## config.mk

```make
export PLATFORM = sky130hd
export DESIGN_NAME = e1_chan_strobe_gen
export DESIGN_NICKNAME = d
export VERILOG_FILES = /design/src/rtl/e1cs_pkg.sv /design/src/rtl/e1cs_pos_counter.sv /design/src/rtl/e1cs_cfg_regs.sv /design/src/rtl/e1cs_strobe.sv /design/src/rtl/e1_chan_strobe_gen.sv
export SDC_FILE = /design/constraint.sdc
export NUM_CORES = 1
export LEC_CHECK = 0
export ABC_AREA = 1
export BUFFER_PORTS_ARGS = -buffer_cell sky130_fd_sc_hd__buf_2
export CAP_MARGIN = 15
export CELL_PAD_IN_SITES_DETAIL_PLACEMENT = 1
export CELL_PAD_IN_SITES_GLOBAL_PLACEMENT = 2
export CORE_MARGIN = 3
export CORE_UTILIZATION = 35
export CTS_CLUSTER_DIAMETER = 30
export DETAILED_ROUTE_END_ITERATION = 6
export GPL_ROUTABILITY_DRIVEN = 0
export PLACE_DENSITY = 0.82
export SLEW_MARGIN = 20
export SYNTH_ARGS = -nofsm -noshare
export SYNTH_HDL_FRONTEND = slang
export SYNTH_SLANG_ARGS = --single-unit
```

## constraint.sdc

```tcl
create_clock -name clk -period 2.45 [get_ports clk]
set_clock_uncertainty 0.05 [all_clocks]
set_input_delay 0 -clock clk [delete_from_list [all_inputs] [get_ports clk]]
set_output_delay 0 -clock clk [all_outputs]
set_load 0.005 [all_outputs]
```

## src/rtl/e1cs_pkg.sv

```systemverilog
package e1cs_pkg;
   // bit of the mode register that enables the timeslot override
   localparam int OVR_EN_BIT = 0;
   // bit inside the override timeslot that is forced (0 = first bit sent)
   localparam int OVR_BIT_POS = 0;
endpackage

```

## src/rtl/e1cs_pos_counter.sv

```systemverilog
module e1cs_pos_counter #(
   parameter int BITS_PER_SLOT = 8,
   parameter int NUM_SLOTS     = 32,
   localparam int BIT_W  = $clog2(BITS_PER_SLOT),
   localparam int SLOT_W = $clog2(NUM_SLOTS)
) (
   input  logic              clk,
   input  logic              rst_n,
   input  logic              frame_sync,
   output logic [BIT_W-1:0]  cur_bit,
   output logic [SLOT_W-1:0] cur_slot,
   output logic [BIT_W-1:0]  nxt_bit,
   output logic [SLOT_W-1:0] nxt_slot
);
   localparam logic [BIT_W-1:0]  LAST_BIT  = BIT_W'(BITS_PER_SLOT - 1);
   localparam logic [SLOT_W-1:0] LAST_SLOT = SLOT_W'(NUM_SLOTS - 1);

   logic [BIT_W-1:0]  bit_q;
   logic [SLOT_W-1:0] slot_q;

   always_comb begin
      nxt_bit  = bit_q;
      nxt_slot = slot_q;
      if (frame_sync) begin
         nxt_bit  = '0;
         nxt_slot = '0;
      end else if (bit_q == LAST_BIT) begin
         nxt_bit  = '0;
         nxt_slot = (slot_q == LAST_SLOT) ? '0 : slot_q + 1'b1;
      end else begin
         nxt_bit  = bit_q + 1'b1;
      end
   end

   always_ff @(posedge clk or negedge rst_n) begin
      if (!rst_n) begin
         bit_q  <= '0;
         slot_q <= '0;
      end else begin
         bit_q  <= nxt_bit;
         slot_q <= nxt_slot;
      end
   end

   assign cur_bit  = bit_q;
   assign cur_slot = slot_q;
endmodule

```

## src/rtl/e1cs_cfg_regs.sv

```systemverilog
module e1cs_cfg_regs
   import e1cs_pkg::*;
#(
   parameter int REG_W    = 8,
   parameter int NUM_REGS = 4,
   parameter int ADDR_W   = 3,
   localparam int MASK_W  = REG_W * NUM_REGS
) (
   input  logic              clk,
   input  logic              rst_n,
   input  logic              wr_en,
   input  logic [ADDR_W-1:0] wr_addr,
   input  logic [REG_W-1:0]  wr_data,
   output logic [MASK_W-1:0] mask_flat,
   output logic              ovr_en
);
   localparam logic [ADDR_W-1:0] MODE_ADDR = ADDR_W'(NUM_REGS);

   for (genvar g = 0; g < NUM_REGS; g++) begin : g_mask
      logic [REG_W-1:0] reg_q;
      always_ff @(posedge clk or negedge rst_n) begin
         if (!rst_n)
            reg_q <= '0;
         else if (wr_en && (wr_addr == ADDR_W'(g)))
            reg_q <= wr_data;
      end
      assign mask_flat[g*REG_W +: REG_W] = reg_q;
   end

   logic ovr_q;
   always_ff @(posedge clk or negedge rst_n) begin
      if (!rst_n)
         ovr_q <= 1'b0;
      else if (wr_en && (wr_addr == MODE_ADDR))
         ovr_q <= wr_data[OVR_EN_BIT];
   end
   assign ovr_en = ovr_q;
endmodule

```

## src/rtl/e1cs_strobe.sv

```systemverilog
module e1cs_strobe
   import e1cs_pkg::*;
#(
   parameter int BITS_PER_SLOT = 8,
   parameter int NUM_SLOTS     = 32,
   parameter int OVR_SLOT      = 26,
   parameter bit OVR_ENABLE    = 1'b1,
   localparam int BIT_W  = $clog2(BITS_PER_SLOT),
   localparam int SLOT_W = $clog2(NUM_SLOTS)
) (
   input  logic                 clk,
   input  logic                 rst_n,
   input  logic [BIT_W-1:0]     nxt_bit,
   input  logic [SLOT_W-1:0]    nxt_slot,
   input  logic [NUM_SLOTS-1:0] mask,
   input  logic                 ovr_en,
   output logic                 chan_clk,
   output logic                 chan_blk
);
   localparam logic [BIT_W-1:0]  LAST_BIT  = BIT_W'(BITS_PER_SLOT - 1);
   localparam logic [BIT_W-1:0]  OVR_BIT   = BIT_W'(OVR_BIT_POS);
   localparam logic [SLOT_W-1:0] OVR_SLOT_L = SLOT_W'(OVR_SLOT);

   logic blk_d;
   logic mask_bit;

   assign mask_bit = mask[nxt_slot];

   if (OVR_ENABLE) begin : g_ovr
      logic at_ovr;
      assign at_ovr = (nxt_slot == OVR_SLOT_L) && (nxt_bit == OVR_BIT);
      assign blk_d  = mask_bit | (ovr_en & at_ovr);
   end else begin : g_no_ovr
      logic unused_ovr;
      assign unused_ovr = ovr_en;
      assign blk_d      = mask_bit;
   end

   always_ff @(posedge clk or negedge rst_n) begin
      if (!rst_n) begin
         chan_clk <= 1'b0;
         chan_blk <= 1'b0;
      end else begin
         chan_clk <= (nxt_bit == LAST_BIT);
         chan_blk <= blk_d;
      end
   end
endmodule

```

## src/rtl/e1_chan_strobe_gen.sv

```systemverilog
module e1_chan_strobe_gen #(
   parameter int BITS_PER_SLOT = 8,
   parameter int NUM_SLOTS     = 32,
   parameter int REG_W         = 8,
   parameter int ADDR_W        = 3,
   parameter int OVR_SLOT      = 26,
   parameter bit OVR_ENABLE    = 1'b1
) (
   input  logic              clk,
   input  logic              rst_n,
   input  logic              frame_sync,
   input  logic              wr_en,
   input  logic [ADDR_W-1:0] wr_addr,
   input  logic [REG_W-1:0]  wr_data,
   output logic              chan_clk,
   output logic              chan_blk
);
   localparam int NUM_REGS = NUM_SLOTS / REG_W;
   localparam int BIT_W    = $clog2(BITS_PER_SLOT);
   localparam int SLOT_W   = $clog2(NUM_SLOTS);

   if (BITS_PER_SLOT < 2 || (1 << BIT_W) != BITS_PER_SLOT) begin : g_chk_bits
      $error("BITS_PER_SLOT must be a power of two of at least 2");
   end
   if (NUM_SLOTS < 2 || (1 << SLOT_W) != NUM_SLOTS) begin : g_chk_slots
      $error("NUM_SLOTS must be a power of two of at least 2");
   end
   if (NUM_SLOTS % REG_W != 0) begin : g_chk_regw
      $error("NUM_SLOTS must be a multiple of REG_W");
   end
   if ((1 << ADDR_W) <= NUM_REGS) begin : g_chk_addr
      $error("ADDR_W too narrow for mask and mode registers");
   end
   if (OVR_SLOT < 0 || OVR_SLOT >= NUM_SLOTS) begin : g_chk_ovr
      $error("OVR_SLOT outside the frame");
   end

   logic [BIT_W-1:0]     pos_bit, nxt_bit;
   logic [SLOT_W-1:0]    pos_slot, nxt_slot;
   logic [NUM_SLOTS-1:0] mask_flat;
   logic                 ovr_en_q;

   e1cs_pos_counter #(
      .BITS_PER_SLOT(BITS_PER_SLOT),
      .NUM_SLOTS    (NUM_SLOTS)
   ) u_pos (
      .clk       (clk),
      .rst_n     (rst_n),
      .frame_sync(frame_sync),
      .cur_bit   (pos_bit),
      .cur_slot  (pos_slot),
      .nxt_bit   (nxt_bit),
      .nxt_slot  (nxt_slot)
   );

   e1cs_cfg_regs #(
      .REG_W   (REG_W),
      .NUM_REGS(NUM_REGS),
      .ADDR_W  (ADDR_W)
   ) u_cfg (
      .clk      (clk),
      .rst_n    (rst_n),
      .wr_en    (wr_en),
      .wr_addr  (wr_addr),
      .wr_data  (wr_data),
      .mask_flat(mask_flat),
      .ovr_en   (ovr_en_q)
   );

   e1cs_strobe #(
      .BITS_PER_SLOT(BITS_PER_SLOT),
      .NUM_SLOTS    (NUM_SLOTS),
      .OVR_SLOT     (OVR_SLOT),
      .OVR_ENABLE   (OVR_ENABLE)
   ) u_strb (
      .clk     (clk),
      .rst_n   (rst_n),
      .nxt_bit (nxt_bit),
      .nxt_slot(nxt_slot),
      .mask    (mask_flat),
      .ovr_en  (ovr_en_q),
      .chan_clk(chan_clk),
      .chan_blk(chan_blk)
   );
endmodule

```

==> out/summary.txt <==
Final Setup Violations - 0
Worst path arrival time - 2.37 ns
Status - completed
Worst hold path class - input pin to register
Seq cells post-synth - 43
Ys Warns - 0
CP top delay family - simple AND/OR/NAND/NOR gates
Crit share post-route - 0.909
Post-route setup TNS - 0 ns
Worst skew pair latency - 0.29 ns
Initial antenna violation count - 0
R2R cell count - 15
Synth cell types - 23
Pin count of the biggest net entering global routing - 44
TritonCTS clock tree - built
Total of max-cap violations - 0
Crit Path Class - register to register
Worst path max stage delay - 0.42 ns
Top Ports - 17
Ant diodes - 0
Worst rel slew slack - 0.592
Die X - 84.4 µm
Die footprint - 7130 µm²
Hold Vio Cnt, Final - 0
Synth top area cells - dfrtp_1 (50%), nand2_1 (12%), nand3_1 (10%), o21ai_0 (7.9%), inv_1 (5.9%)
Top cells by instance count after synthesis - nand2_1 (68), nand3_1 (44), dfrtp_1 (43)
Sequential cell area fraction in the yosys report - 0.500
R2r endpoint - u_strb.chan_blk$_DFF_PN0_
Routed vias/inst - 4.92
Avg Cell Area, Syn - 8.18 µm²
Routed wire length - 5120 µm
Clk Tree Root Cell - clkbuf_8
Leak - 1.29 nW
First-pass GRT wire length - 9040 µm
Yosys top cell by area - dfrtp_1
Worst path cell trace - ha_1 -> nand2_1 -> nor2_1 -> ha_1 -> a21oi_4 -> buf_4 -> nand3_1 -> nand3_1 -> nand2_1 -> nand2_1 -> nand2_1 -> nand2_1 -> nand3_1 -> nand2_1 -> inv_1
Post-route antenna net violation count - 0
CP endpoint kind - register
# DRC - 0
Achievable frequency - 0.449 GHz
Total global-route track usage - 0.155
Peak supply drop - 333 µV
Fin nets - 311
IO buf count - 16
Final non-filler cell total - 364
Crit. Startpoint - u_pos.cur_slot[0]$_DFF_PN0_
Mapped Area - 2150 µm²
Ratio of cells with drive above 1 in the final layout - 0.127
Setup bufs post-CTS - 0
Highest routed layer - met4
CP Buf/Inv Count - 2
EDFF count, synth - 0
Slew at the pin closest to its max-slew limit - 0.611 ns
Core area - 5710 µm²
Met3 wire length - 107 µm
Worst reg2reg setup slack - 0.22 ns
Yosys top cell area share - 0.500
Initial Util - 0.377
HPWL after DPL - 3800 µm
Critical Path Sink - u_strb.chan_blk$_DFF_PN0_
Vias in the first global route - 1895
Total number of H-tree levels - 2
FP Rows - 27
Startpoint types - register
Power, Total - 1.59 mW
P&R area growth vs syn - 16.1%
WL per Instance - 14.1 µm
Met1 WL - 2490 µm
Initial drt markers - 34
Cell count along the critical path - 15
Placed cell count - 345
Reg clk slew, reported paths - 0.08 ns
Sink Count - 43
Total CTS buffers - 5
Minimum clock period - 2.23 ns
Vias - 1791
Die Y - 84.4 µm
GR Overflow Total - 0
RSZ-0062 raised after global routing - no
CP max-delay cell - dfrtp_1
Post-synth ARST share - 1.00
Syn Nets - 282
Max FO, Critical Path - 16
Maximum clock insertion buffer count - 2
Top_reg_cell synth - dfrtp_1
Cell with the most instances after synthesis - nand2_1
Cells after synthesis - 263
Top cell by count, worst path - nand2_1
Routed length on met2 - 2460 µm
Worst Path Required - 2.59 ns
Count of pins over their slew limit - 0
Power Density - 635 nW/µm²
Worst r2r src - u_pos.cur_slot[0]$_DFF_PN0_
DRT Pass-1 Iters - 4
worst min-delay path, cell delays in order:
cell,delay (ns)
buf_2,0.13
nor2_1,0.08
nand2_1,0.10
inv_1,0.04
final cells by class:
class	count	area [µm²]
Fill cell	721	3210
Sequential cell	43	1080
Multi-Input combinational cell	176	885
Timing Repair Buffer	30	225
Inverter	36	135
Tap cell	72	90.1
Clock buffer	6	82.6
Clock inverter	1	5.00
worst min-delay path by stage:
stage / start / end / slack (ns) / cells past startpoint
after CTS: frame_sync / u_pos.cur_bit[0]$_DFF_PN0_ / 0.04 / 4
after global routing: frame_sync / u_pos.cur_bit[1]$_DFF_PN0_ / 0.07 / 4
after detailed placement: rst_n / u_cfg.g_mask[3].reg_q[2]$_DFFE_PN0P_ / 0.16 / 1
final: frame_sync / u_pos.cur_bit[0]$_DFF_PN0_ / 0.04 / 4
after global placement: rst_n / u_cfg.g_mask[3].reg_q[2]$_DFFE_PN0P_ / 0.16 / 1
after floorplan: rst_n / u_cfg.g_mask[0].reg_q[0]$_DFFE_PN0P_ / -0.35 / 0
metal layers:
metal | track usage | vias up
met5 | 0 | -
met4 | 0.0460 | 0
met3 | 0.0285 | 6
met2 | 0.254 | 15
met1 | 0.210 | 869
li1 | - | 901
kinds of logic after synthesis:
logic type               share of synthesized area
AO/OA/AOI/OAI                                0.101
buffers and inverters                       0.0890
AND/OR/NAND/NOR                              0.287
flip-flops                                   0.500
adder cells (fa/ha/maj)                     0.0233
state kept, by name, summed over array words and instances, names as in the netlist:
register            count
u_pos.cur_slot          5
u_cfg.g_mask.reg_q     32
u_strb.chan_blk         1
u_cfg.ovr_en            1
u_strb.chan_clk         1
u_pos.cur_bit           3
metrics by stage:
| step | setup slack [ns] | utilization | hold slack [ns] | instance area (µm²) |
|---|---|---|---|---|
| after global routing | 0.0244 | 0.438 | 0.0689 | 2500 |
| after floorplan | 0.435 | - | -0.346 | 2150 |
| after CTS | 0.202 | 0.434 | 0.0378 | 2480 |
| after global placement | 0.277 | 0.400 | 0.156 | 2280 |
| final | 0.222 | 0.438 | 0.0374 | 2500 |
| after detailed placement | 0.217 | 0.400 | 0.161 | 2280 |
report_power, final:
part | internal, mW | switching, mW | leakage, nW
clock network | 0.221 | 0.235 | 0.0470
registers | 0.819 | 0.0629 | 0.551
logic | 0.107 | 0.141 | 0.694
cells in the final DEF, fill, tap and decap left out:
| cell | netlist | layout |
|---|---|---|
| nand3b_1 | 3 | 3 |
| inv_1 | 34 | 34 |
| o21ai_0 | 34 | 34 |
| a21oi_4 | 1 | 1 |
| dlygate4sd3_1 | 0 | 11 |
| buf_2 | 0 | 16 |
| nand2_2 | 1 | 1 |
| nor3_1 | 2 | 2 |
| nand2_1 | 68 | 68 |
| a21oi_1 | 1 | 1 |
| nor2_8 | 1 | 1 |
| ha_1 | 4 | 4 |
| nand4_1 | 1 | 1 |
| buf_4 | 1 | 2 |
| dfrtp_1 | 43 | 43 |
| nand2_4 | 1 | 1 |
| inv_2 | 2 | 2 |
| clkbuf_8 | 0 | 6 |
| nand3_2 | 1 | 1 |
| a22oi_1 | 1 | 1 |
| o21ai_2 | 2 | 2 |
| nand3_1 | 44 | 44 |
| nor2_4 | 2 | 2 |
| nor2_1 | 9 | 9 |
| clkinv_2 | 0 | 1 |
| buf_12 | 0 | 1 |
what timing repair did:
action                                 in CTS  in global routing
gates resized for setup                     0                  0
hold buffers                               11                  0
endpoints found under the hold margin      71                  0
No activity file was read; power rests on OpenSTA's default activity.
